### config.mk
export PLATFORM = sky130hd
export DESIGN_NAME = ic_mask_ctrl
export DESIGN_NICKNAME = d
export VERILOG_FILES = /design/src/rtl/ic_pkg.sv /design/src/rtl/ic_bus_decode.sv /design/src/rtl/ic_cpu_bank.sv /design/src/rtl/ic_master_bank.sv /design/src/rtl/ic_qual_prio.sv /design/src/rtl/ic_mask_ctrl.sv
export SDC_FILE = /design/constraint.sdc
export NUM_CORES = 1
export LEC_CHECK = 0
export ABC_CLOCK_PERIOD_IN_PS = 5000
export BUFFER_PORTS_ARGS = -buffer_cell sky130_fd_sc_hd__buf_2
export CORE_ASPECT_RATIO = 0.9
export CORE_MARGIN = 2
export CORE_UTILIZATION = 55
export CTS_CLUSTER_SIZE = 24
export DETAILED_ROUTE_END_ITERATION = 7
export PLACE_DENSITY = 0.76
export SLEW_MARGIN = 25
export SYNTH_ARGS = -nofsm -noshare
export SYNTH_HDL_FRONTEND = slang
export SYNTH_SLANG_ARGS = --single-unit
### constraint.sdc
create_clock -name clk -period 5 [get_ports clk]
set_clock_uncertainty 0.1 [all_clocks]
set_input_delay 0.5 -clock clk [delete_from_list [all_inputs] [get_ports clk]]
set_output_delay 0.5 -clock clk [all_outputs]
set_load 0.02 [all_outputs]
### src/rtl/ic_pkg.sv
package ic_pkg;
  localparam int DW     = 32;
  localparam int LEVELS = 16;
  localparam int LVL_W  = $clog2(LEVELS);
  localparam int OFF_W  = 3;
  localparam int SOFT_BASE = 16;
  localparam int MASKALL_BIT = 31;

  // per-processor bank offsets
  localparam logic [OFF_W-1:0] CPU_PEND = 3'd0;
  localparam logic [OFF_W-1:0] CPU_CLR  = 3'd1;
  localparam logic [OFF_W-1:0] CPU_SET  = 3'd2;
  // master bank offsets
  localparam logic [OFF_W-1:0] MST_PEND = 3'd0;
  localparam logic [OFF_W-1:0] MST_MASK = 3'd1;
  localparam logic [OFF_W-1:0] MST_CLR  = 3'd2;
  localparam logic [OFF_W-1:0] MST_SET  = 3'd3;
  localparam logic [OFF_W-1:0] MST_TGT  = 3'd4;

  typedef struct packed {
    logic       hit;
    logic [4:0] pos;
  } src_map_t;

  // Fixed wiring of hard levels onto master source bits.
  function automatic src_map_t level_src(input int unsigned lvl);
    src_map_t m;
    m.hit = 1'b1;
    case (lvl)
      1:  m.pos = 5'd13;
      2:  m.pos = 5'd7;
      3:  m.pos = 5'd8;
      4:  m.pos = 5'd18;
      5:  m.pos = 5'd9;
      6:  m.pos = 5'd16;
      7:  m.pos = 5'd10;
      8:  m.pos = 5'd20;
      9:  m.pos = 5'd11;
      10: m.pos = 5'd19;
      11: m.pos = 5'd22;
      12: m.pos = 5'd15;
      13: m.pos = 5'd17;
      14: m.pos = 5'd12;
      15: m.pos = 5'd30;
      default: begin
        m.hit = 1'b0;
        m.pos = 5'd0;
      end
    endcase
    return m;
  endfunction

  // Highest set bit above bit 0, or zero.
  function automatic logic [LVL_W-1:0] top_level(input logic [LEVELS-1:0] q);
    logic [LVL_W-1:0] r;
    r = '0;
    for (int i = 1; i < LEVELS; i++) begin
      if (q[i]) r = LVL_W'(i);
    end
    return r;
  endfunction
endpackage

### src/rtl/ic_bus_decode.sv
module ic_bus_decode
  import ic_pkg::*;
(
  input  logic             valid,
  input  logic             write,
  input  logic             bank,
  input  logic [OFF_W-1:0] addr,
  output logic             cpu_pend_wr,
  output logic             cpu_clr_wr,
  output logic             cpu_set_wr,
  output logic             mst_clr_wr,
  output logic             mst_set_wr,
  output logic             mst_tgt_wr,
  output logic             rd_req
);
  logic wr_cpu, wr_mst;

  assign wr_cpu = valid && write && !bank;
  assign wr_mst = valid && write && bank;
  assign rd_req = valid && !write;

  assign cpu_pend_wr = wr_cpu && (addr == CPU_PEND);
  assign cpu_clr_wr  = wr_cpu && (addr == CPU_CLR);
  assign cpu_set_wr  = wr_cpu && (addr == CPU_SET);
  assign mst_clr_wr  = wr_mst && (addr == MST_CLR);
  assign mst_set_wr  = wr_mst && (addr == MST_SET);
  assign mst_tgt_wr  = wr_mst && (addr == MST_TGT);
endmodule

### src/rtl/ic_cpu_bank.sv
module ic_cpu_bank
  import ic_pkg::*;
(
  input  logic              clk,
  input  logic              rst_n,
  input  logic              pend_wr,
  input  logic              clr_wr,
  input  logic              set_wr,
  input  logic [DW-1:0]     wdata,
  input  logic [LEVELS-1:0] dev_irq,
  output logic [DW-1:0]     pend,
  output logic [DW-1:0]     cmask
);
  logic [DW-1:0] arrivals;
  assign arrivals = {{(DW-LEVELS){1'b0}}, dev_irq};

  always_ff @(posedge clk or negedge rst_n) begin
    if (!rst_n) begin
      pend <= '0;
    end else if (pend_wr) begin
      pend <= wdata | arrivals;
    end else begin
      pend <= pend | arrivals;
    end
  end

  always_ff @(posedge clk or negedge rst_n) begin
    if (!rst_n) begin
      cmask <= '1;
    end else if (clr_wr) begin
      cmask <= cmask & ~wdata;
    end else if (set_wr) begin
      cmask <= cmask | wdata;
    end
  end

  assert_pend_sticky_R2: assert property (@(posedge clk) disable iff (!rst_n)
    !pend_wr |=> ((pend & $past(pend)) == $past(pend)));
  assert_arrival_lands_R3: assert property (@(posedge clk) disable iff (!rst_n)
    1'b1 |=> ((pend & $past(arrivals)) == $past(arrivals)));
  assert_clr_hits_R4: assert property (@(posedge clk) disable iff (!rst_n)
    clr_wr |=> ((cmask & $past(wdata)) == '0));
  assert_clr_keeps_R4: assert property (@(posedge clk) disable iff (!rst_n)
    clr_wr |=> ((cmask & ~$past(wdata)) == ($past(cmask) & ~$past(wdata))));
  assert_set_hits_R5: assert property (@(posedge clk) disable iff (!rst_n)
    set_wr |=> ((cmask & $past(wdata)) == $past(wdata)));
  assert_mask_quiet_R5: assert property (@(posedge clk) disable iff (!rst_n)
    !(clr_wr || set_wr) |=> $stable(cmask));
endmodule

### src/rtl/ic_master_bank.sv
module ic_master_bank
  import ic_pkg::*;
#(
  parameter int TGT_W = 2
) (
  input  logic             clk,
  input  logic             rst_n,
  input  logic             clr_wr,
  input  logic             set_wr,
  input  logic             tgt_wr,
  input  logic [DW-1:0]    wdata,
  input  logic [DW-1:0]    pend,
  output logic [DW-1:0]    mmask,
  output logic [DW-1:0]    mpend,
  output logic [TGT_W-1:0] tgt
);
  always_ff @(posedge clk or negedge rst_n) begin
    if (!rst_n) begin
      mmask <= '1;
    end else if (clr_wr) begin
      mmask <= mmask & ~wdata;
    end else if (set_wr) begin
      mmask <= mmask | wdata;
    end
  end

  always_ff @(posedge clk or negedge rst_n) begin
    if (!rst_n) begin
      tgt <= '0;
    end else if (tgt_wr) begin
      tgt <= wdata[TGT_W-1:0];
    end
  end

  // Master pending view: each pending hard level lights its source bit.
  always_comb begin
    mpend = '0;
    for (int n = 1; n < LEVELS; n++) begin
      src_map_t m;
      m = level_src(n);
      if (m.hit && pend[n]) mpend[m.pos] = 1'b1;
    end
  end

  assert_mclr_hits_R4: assert property (@(posedge clk) disable iff (!rst_n)
    clr_wr |=> ((mmask & $past(wdata)) == '0));
  assert_mset_keeps_R5: assert property (@(posedge clk) disable iff (!rst_n)
    set_wr |=> ((mmask & ~$past(wdata)) == ($past(mmask) & ~$past(wdata))));
  assert_mmask_quiet_R12: assert property (@(posedge clk) disable iff (!rst_n)
    !(clr_wr || set_wr) |=> $stable(mmask));
  assert_tgt_quiet_R11: assert property (@(posedge clk) disable iff (!rst_n)
    !tgt_wr |=> $stable(tgt));
endmodule

### src/rtl/ic_qual_prio.sv
module ic_qual_prio
  import ic_pkg::*;
(
  input  logic             clk,
  input  logic             rst_n,
  input  logic [DW-1:0]    pend,
  input  logic [DW-1:0]    cmask,
  input  logic [DW-1:0]    mmask,
  output logic [LVL_W-1:0] level,
  output logic             req
);
  logic [LEVELS-1:0] hard_q, soft_q, qual;
  logic              mask_all;

  assign mask_all = mmask[MASKALL_BIT];

  always_comb begin
    hard_q = '0;
    soft_q = '0;
    for (int n = 1; n < LEVELS; n++) begin
      src_map_t m;
      m = level_src(n);
      hard_q[n] = pend[n] && !cmask[n] && m.hit && !mmask[m.pos];
      soft_q[n] = pend[SOFT_BASE+n] && !cmask[SOFT_BASE+n];
    end
  end

  assign qual  = hard_q | soft_q;
  assign level = mask_all ? '0 : top_level(qual);
  assign req   = (level != '0);

  assert_maskall_silent_R6: assert property (@(posedge clk) disable iff (!rst_n)
    mask_all |-> (level == '0));
  assert_level_qualifies_R10: assert property (@(posedge clk) disable iff (!rst_n)
    (level != '0) |-> qual[level]);
  assert_level_is_top_R10: assert property (@(posedge clk) disable iff (!rst_n)
    (level != '0) |-> ((qual >> level) == LEVELS'(1)));
  assert_open_not_lost_R8: assert property (@(posedge clk) disable iff (!rst_n)
    (!mask_all && (qual[LEVELS-1:1] != '0)) |-> req);
endmodule

### src/rtl/ic_mask_ctrl.sv
module ic_mask_ctrl
  import ic_pkg::*;
#(
  parameter int TGT_W = 2
) (
  input  logic              clk,
  input  logic              rst_n,
  input  logic              bus_valid,
  input  logic              bus_write,
  input  logic              bus_bank,
  input  logic [OFF_W-1:0]  bus_addr,
  input  logic [DW-1:0]     bus_wdata,
  output logic [DW-1:0]     bus_rdata,
  input  logic [LEVELS-1:0] dev_irq,
  output logic              irq_req,
  output logic [LVL_W-1:0]  irq_level,
  output logic [TGT_W-1:0]  irq_target
);
  logic          cpu_pend_wr, cpu_clr_wr, cpu_set_wr;
  logic          mst_clr_wr, mst_set_wr, mst_tgt_wr, rd_req;
  logic [DW-1:0] pend, cmask, mmask, mpend, rd_mux;
  logic [TGT_W-1:0] tgt;

  ic_bus_decode u_dec (
    .valid(bus_valid), .write(bus_write), .bank(bus_bank), .addr(bus_addr),
    .cpu_pend_wr(cpu_pend_wr), .cpu_clr_wr(cpu_clr_wr), .cpu_set_wr(cpu_set_wr),
    .mst_clr_wr(mst_clr_wr), .mst_set_wr(mst_set_wr), .mst_tgt_wr(mst_tgt_wr),
    .rd_req(rd_req)
  );

  ic_cpu_bank u_cpu (
    .clk(clk), .rst_n(rst_n), .pend_wr(cpu_pend_wr), .clr_wr(cpu_clr_wr),
    .set_wr(cpu_set_wr), .wdata(bus_wdata), .dev_irq(dev_irq),
    .pend(pend), .cmask(cmask)
  );

  ic_master_bank #(.TGT_W(TGT_W)) u_mst (
    .clk(clk), .rst_n(rst_n), .clr_wr(mst_clr_wr), .set_wr(mst_set_wr),
    .tgt_wr(mst_tgt_wr), .wdata(bus_wdata), .pend(pend),
    .mmask(mmask), .mpend(mpend), .tgt(tgt)
  );

  ic_qual_prio u_prio (
    .clk(clk), .rst_n(rst_n), .pend(pend), .cmask(cmask), .mmask(mmask),
    .level(irq_level), .req(irq_req)
  );

  always_comb begin
    rd_mux = '0;
    if (!bus_bank) begin
      if (bus_addr == CPU_PEND) rd_mux = pend;
    end else begin
      case (bus_addr)
        MST_PEND: rd_mux = mpend;
        MST_MASK: rd_mux = mmask;
        MST_TGT:  rd_mux = {{(DW-TGT_W){1'b0}}, tgt};
        default:  rd_mux = '0;
      endcase
    end
  end

  always_ff @(posedge clk or negedge rst_n) begin
    if (!rst_n) bus_rdata <= '0;
    else if (rd_req) bus_rdata <= rd_mux;
  end

  assign irq_target = tgt;

  assert_wo_reads_zero_R12: assert property (@(posedge clk) disable iff (!rst_n)
    (rd_req && !bus_bank && (bus_addr != CPU_PEND)) |=> (bus_rdata == '0));
  assert_rdata_hold_R12: assert property (@(posedge clk) disable iff (!rst_n)
    !rd_req |=> $stable(bus_rdata));
  assert_tgt_readback_R11: assert property (@(posedge clk) disable iff (!rst_n)
    (rd_req && bus_bank && (bus_addr == MST_TGT)) |=> (bus_rdata[TGT_W-1:0] == irq_target));
endmodule

# [After elaboration in Yosys (flattened, before gate mapping)]
# Cells that the tools add are included.
[op_classes] n_eq_ne=4 mux=39 bitwise_logic=8 reduce_logical=106
[op_table] operator="32-bit 2-to-1 mux" count=7
[op_table] operator="32-bit one-hot mux with 3 select lines" count=1
[op_table] operator="32-bit bitwise AND" count=2
[op_table] operator="32-bit by 16-bit bitwise OR with 32-bit output" count=2
[op_table] operator="32-bit bitwise OR" count=2
[op_table] operator="4-bit 2-to-1 mux" count=15
[op_table] operator="1-bit logical AND" count=55
[op_table] operator="1-bit zero test" count=47
[op_table] operator="32-bit inverter" count=1
[op_table] operator="31-bit 2-to-1 mux" count=1
[op_table] operator="23-bit 2-to-1 mux" count=1
[op_table] operator="21-bit 2-to-1 mux" count=1
[op_table] operator="20-bit 2-to-1 mux" count=1
[op_table] operator="19-bit 2-to-1 mux" count=1
[op_table] operator="18-bit 2-to-1 mux" count=1
[op_table] operator="17-bit 2-to-1 mux" count=1
[op_table] operator="16-bit 2-to-1 mux" count=1
[op_table] operator="16-bit bitwise OR" count=1
[op_table] operator="14-bit 2-to-1 mux" count=1
[op_table] operator="13-bit 2-to-1 mux" count=1
[op_table] operator="12-bit 2-to-1 mux" count=1
[op_table] operator="11-bit 2-to-1 mux" count=1
[op_table] operator="10-bit 2-to-1 mux" count=1
[op_table] operator="9-bit 2-to-1 mux" count=1
[op_table] operator="other kinds (8)" count=10
[word_totals] ff_bits=130 inputBits=56 output_inout_bits=39

# [Longest topological paths before layout]
# Gate-level depths: netlist of the first run.
[depth] depth_word=21 depth_mapped=7

# [Cells and area by module]
# A second synthesis of the first run with hierarchy kept.
[unflattened] hier_cells=598 hier_area_um2=6413.7
[modules_own_cells] mod="ic_cpu_bank" instances=1 cells_per_inst=187 area_per_inst_um2=2477.4
[modules_own_cells] mod="ic_mask_ctrl" instances=1 cells_per_inst=186 area_per_inst_um2=1841.8
[modules_own_cells] mod="ic_master_bank" instances=1 cells_per_inst=139 area_per_inst_um2=1526.5
[modules_own_cells] mod="ic_qual_prio" instances=1 cells_per_inst=75 area_per_inst_um2=474.2
[modules_own_cells] mod="ic_bus_decode" instances=1 cells_per_inst=11 area_per_inst_um2=93.8

# [Worst setup path after synthesis of the first run]
# Ideal clock, no wire load.
[synth_path] path_type="reg-to-output" startpoint="reg with a tool-made name" endpoint="out irq_req" t_arrival_ns=1.787 required_time_ns=4.400 path_slack_ns=2.613 stages_incl_launch_ff=6 path_buffers=0 path_cell_list="dfstp_2 -> or3b_1 -> a311oi_1 -> o211ai_1 -> a21oi_1 -> or3_1"
[synth_rtl] element="to (decl)" line_no="ic_mask_ctrl.sv:15" text="output logic irq_req,"

==> results of run 1 <==
-- metal layers --
layer	track usage (%)	vias up
met2	43.0	192
met5	0	-
met4	7.50	0
met3	5.34	17
li1	-	2189
met1	39.7	2390
-- stage by stage --
stage / power (mW) / utilization [%]
3_3_place_gp: 1.90 / 62.2
5_1_grt: 3.31 / 68.3
3_5_place_dp: 1.93 / 62.5
4_1_cts: 3.19 / 68.2
6_report: 3.18 / 68.3
2_1_floorplan: 1.73 / -
-- kinds of logic after synthesis --
| group | after synthesis |
|---|---|
| compound gates | 187 |
| xor+xnor | 1 |
| buf+inv | 58 |
| flops | 128 |
| mux | 49 |
| simple gates | 136 |
-- synthesized netlist by cell type, drive strengths merged (3+ instances only) --
cell type | number | share of area (%)
a21oi | 41 | 3.5
dfstp | 62 | 28
a211o | 16 | 2.4
nor2 | 20 | 1.3
a22oi | 32 | 4.1
a31oi | 32 | 3.4
clkbuf | 23 | 1.5
nand2b | 3 | 0.32
buf | 15 | 1.4
inv | 20 | 1.3
o21ai | 49 | 4.2
o211ai | 4 | 0.51
dfrtp | 66 | 28
nand2 | 82 | 5.2
nor3b | 3 | 0.38
o32ai | 8 | 1.2
mux2 | 49 | 9.4
nor2b | 14 | 1.5
-- layout make-up --
class / count / area [um2] / area share [%]
Tap cell: 129 / 161 / 2.29
Clock buffer: 19 / 443 / 6.28
Multi-Input combinational cell: 373 / 2390 / 33.8
Inverter: 20 / 75.1 / 1.06
Clock inverter: 13 / 151 / 2.15
Sequential cell: 128 / 3280 / 46.5
Timing Repair Buffer: 102 / 557 / 7.89
-- final timing paths --
path / slack, ps / startpoint / cells past startpoint / end
min reg2reg: 370 / bus_rdata[25]$_DFFE_PN0P_ / 2 / bus_rdata[25]$_DFFE_PN0P_
max reg2reg: 3720 / u_cpu.pend[3]$_DFF_PN0_ / 3 / bus_rdata[8]$_DFFE_PN0P_
min: 60 / rst_n / 1 / u_cpu.pend[15]$_DFF_PN0_
max: 1930 / register / 7 / irq_req
max in group asynchronous: 3710 / rst_n / 2 / asynchronous set/reset pin
min in group clk: 160 / dev_irq[8] / 2 / u_cpu.pend[8]$_DFF_PN0_
-- critical path: cells and delay by family (launching register included) --
kind                   cells  cell delay (ps)
AO/OA/AOI/OAI              3              740
buffers and inverters      1              170
flip-flops                 1              540
AND/OR/NAND/NOR            3              590
-- power breakdown --
group | total [mW] | internal, mW | switching (mW)
registers | 1.40 | 1.29 | 0.111
clock network | 1.25 | 0.757 | 0.495
logic | 0.528 | 0.219 | 0.309
total | 3.18 | 2.26 | 0.915
==> results.yml, run 1 <==
route:
  routed-wl-met3_mm: 1.16
  met2_length_mm: 7.10
  dr_total_vias: 4788
  dr.pass1.iters: 8
  drc: 7
  via_per_inst: 6.11
  wirelength_mm: 15.2
  wl_per_cell_um: 19.4
  first_iter_violations: 487
  wirelength_met1_mm: 6.77
  routed.top_layer: "met4"
  ant_nets: 0
synth:
  synth_area_per_cell_um2: 10.6
  synthXorXnorAreaFrac_pct: 0.148
  synth.distinct_cells: 38
  synth-async-reset-ratio_pct: 100
  ys_seq_area_share_pct: 55.6
  synth_compound_area_share_pct: 19.9
  synthAdderAreaFrac_pct: 0
  yosysWarnings: 0
  synth_top_family_by_area: "compound AO/OA/AOI/OAI gates"
  syn_inst: 559
  synth-seq-cells: 128
  synthSimpleGateAreaFrac_pct: 10.8
  synth_fp_nets: 615
  synth_enable_flop_cells: 0
  syn-cell-area_um2: 5900
  yosys-mux-area-fraction_pct: 9.36
  synth_ff_type: "dfrtp_1"
layout:
  nets: 698
  area.growth.synth_to_final_pct: 19.6
  antennaDiodeCount: 0
  layout-drive-gt1-share_pct: 37.1
  mostFrequentLayoutCells: "buf_2, nand2_1, dfrtp_1, dfstp_2, o21ai_0"
  fin_area_um2: 7060
  final_common_cell: "buf_2"
  fin_cells: 784
  fillers: 786
global_routing:
  grt_max_degree: 93
  grt_pass1_wl_mm: 24.3
  antenna_found_initial: 0
  overflow: 0
  grt_pass1_vias: 4641
  grtUsageTotal_pct: 27.5
floorplan:
  dieArea_um2: 11600
  io_pins: 95
  fp.dieW_um: 113
  core_um2: 10300
  initial_core_util_pct: 57.1
  fp-row-count: 35
  die_h_um: 102
timing:
  finalHoldViolCount: 0
  timing.final.crit_share_pct: 61.3
  finalCriticalPeriod_ps: 3070
  setup-tns-final_ps: 0
  rsz0062_at_grt: "false"
  final_max_slew_viol_count: 0
  fin_ws_ps: 1930
  max-slew-margin-rel_pct: 40.5
  max_freq_mhz: 326
  timing.hold.ws_ps: 55.9
  setup_viol: 0
  worstMarginPinSlew_ps: 892
clocking:
  cts_tree: "yes"
  clkTransAtPathRegs_ps: 60
  root_buffer: "clkbuf_16"
  htreeDepth: 4
  cts_buffers: 17
  clock_path_buffers: 2
  cts_setup_buffers: 0
  clk_latency_ps: 420
  clock_sinks: 128
  holdBufCountCts: 0
  ctsResizeCount: 0
placement:
  place_ws_ps: 2150
  placed_area_um2: 6460
  placed_cells_incl_taps: 752
  port_buffers: 94
  dp_hpwl_mm: 9.59
  gp_congestion: 0.832
critical_path:
  critPathMaxFanout: 5
  arrival_ps: 2470
  crit_required_ps: 4400
  end_kind: "output pin"
  path_common_cell: "a21oi_1"
  crit_chain: "nor2_1 -> a21oi_1 -> nand4_1 -> o211ai_1 -> a21oi_1 -> or3_1 -> buf_2"
  start_kind: "register"
  cpMaxStageDelayCell: "dfstp_2"
  path_class: "reg2out"
  slowest_delay_ps: 540
run_status:
  status: "finished with violations"
  violations: "DRC"
power:
  irDropWorstVdd_mv: 0.296
  power_density_nw_per_um2: 451
  leakage_nw: 2.99
hold_path:
  min_path_type: "in2async"
job:
  cap_violations: 0
(Power assumes the default switching activity.)
==> run 2: changes to the inputs <==
ABC_CLOCK_PERIOD_IN_PS = 3200   (was 5000)
clock period = 3.2 ns   (was 5 ns; I/O delays follow)
==> run 2 against run 1 <==
Effect of this change:
- sequential power rose by 56%
- hold slack got worse by 51 ps
- clock-buffer cell count rose by 1
- the flow still finishes with violations (DRC)
- wire length rose by 3.9%
- die area did not move
==> results.yml, run 2 (synthesized netlist as in run 1, its figures left out) <==
power:
  clkPwrFrac_pct: 40.8
  combPwrFrac_pct: 16.8
  power_frac_seq_pct: 42.4
  p_int_mw: 3.74
  leakage_nw: 3.12
  p_switching_mw: 1.42
  switching_share_pct: 27.4
  power_density_nw_per_um2: 699
  irDropWorstVdd_mv: 0.639
  power_mw: 5.16
floorplan:
  fp.dieW_um: 113
  fp-row-count: 35
  dieArea_um2: 11600
  initial_core_util_pct: 57.1
  die_h_um: 102
  io_pins: 95
  core_um2: 10300
route:
  ant_nets: 0
  dr_total_vias: 4951
  wl_per_cell_um: 19.5
  via_per_inst: 6.10
  dr.pass1.iters: 7
  wirelength_mm: 15.8
  first_iter_violations: 361
  drc: 7
global_routing:
  grt_pass1_wl_mm: 25.4
  grtUsageTotal_pct: 28.6
  overflow: 0
  grt_max_degree: 70
  antenna_found_initial: 0
  grt_pass1_vias: 4893
clocking:
  cts_buffers: 17
  htreeDepth: 4
  clock_sinks: 128
  clock_path_buffers: 2
  clkTransAtPathRegs_ps: 60
  cts_setup_buffers: 0
  cts_tree: "yes"
  root_buffer: "clkbuf_16"
  clk_latency_ps: 420
job:
  cap_violations: 0
timing:
  max_freq_mhz: 351
  rsz0062_at_grt: "false"
  worstMarginPinSlew_ps: 850
  max-slew-margin-rel_pct: 43.4
  setup-tns-final_ps: 0
  timing.hold.ws_ps: 4.74
  final_max_slew_viol_count: 0
  setup_viol: 0
  finalCriticalPeriod_ps: 2850
  timing.final.crit_share_pct: 89.0
  finalHoldViolCount: 0
placement:
  dp_hpwl_mm: 9.82
  gp_congestion: 0.860
  port_buffers: 94
layout:
  fillers: 768
  layout-drive-gt1-share_pct: 35.9
  area.growth.synth_to_final_pct: 25.1
  nets: 725
  final_common_cell: "buf_2"
  fin_util_pct: 71.4
  antennaDiodeCount: 0
  mostFrequentLayoutCells: "buf_2, nand2_1, dfrtp_1, dfstp_2, o21ai_0"
critical_path:
  crit_required_ps: 2780
  end_kind: "output pin"
  path_class: "reg2out"
  critPathMaxFanout: 3
  start_kind: "register"
  arrival_ps: 2430
hold_path:
  min_path_type: "in2reg"
run_status:
  status: "finished with violations"
  violations: "DRC"
==> run 2: changes by cell type in the layout (fill, tap and decap cells not counted), moves of 2 or more <==
cell | before | now
buf_12 | 0 | 2
bufinv_16 | 2 | 4
clkbuf_8 | 1 | 3
clkinv_4 | 4 | 2
clkinvlp_4 | 1 | 4
dlygate4sd3_1 | 0 | 26
inv_6 | 5 | 1
==> run 2: power groups by stage <==
stage,sequential (mW),combinational [mW],clock [mW]
floorplan,2.19,0.515,0
global placement,2.18,0.792,0
detailed placement,2.20,0.819,0
CTS,2.18,0.860,2.11
global route,2.22,0.954,2.19
finish,2.19,0.869,2.10
==> run 2: path summary, 6_finish.rpt <==
path                            cells after the start  slack [ps]                     start                    endpoint
worst max-delay path                                7         350                  register                     irq_req
worst min-delay path                                2           5             bus_wdata[15]                    register
worst max register to register                      3        1900   u_cpu.pend[3]$_DFF_PN0_    bus_rdata[8]$_DFFE_PN0P_
worst min register to register                      2         370  bus_rdata[3]$_DFFE_PN0P_    bus_rdata[3]$_DFFE_PN0P_
max in group asynchronous                           3        1980                     rst_n  asynchronous set/reset pin
min in group asynchronous                           2         200                     rst_n   bus_rdata[28]$_DFFE_PN0P_
==> run 2: what timing repair did <==
item / 4_1_cts / 5_1_grt
hold buffers: 26 / 0
gates resized for setup: 0 / 0
endpoints found under the hold margin: 40 / 0
==> run 2: stage by stage <==
step,area [um2],setup slack [ps],instances
global route,7380,217,811
global placement,6470,909,753
detailed placement,6470,850,753
finish,7380,351,811
CTS,7380,380,811
floorplan,5900,993,559
==> run 2: worst max-delay path, cell delays in order, from the launching register on <==
cell and delay (ps):
dfstp_2 370, or3b_1 470, o211ai_1 150, a21oi_1 110, o21ai_1 170, a31oi_1 130, or3_1 430, buf_2 180
==> run 2: layout make-up <==
| class | count | area, um2 | share of cell area (%) |
|---|---|---|---|
| clock inverters | 12 | 181 | 2.46 |
| clock buffers | 20 | 467 | 6.32 |
| flip-flops and latches | 128 | 3280 | 44.4 |
| repair buffers | 129 | 826 | 11.2 |
| well taps | 129 | 161 | 2.19 |
| multi-input cells | 373 | 2390 | 32.4 |
| inverters | 20 | 75.1 | 1.02 |
==> run 2: metal layers <==
metal	up-vias	wire [um]	global-route usage (%)
met4	0	346	9.94
met2	234	7460	44.9
met5	-	0	0
li1	2239	-	-
met3	36	1280	7.30
met1	2442	6700	39.3
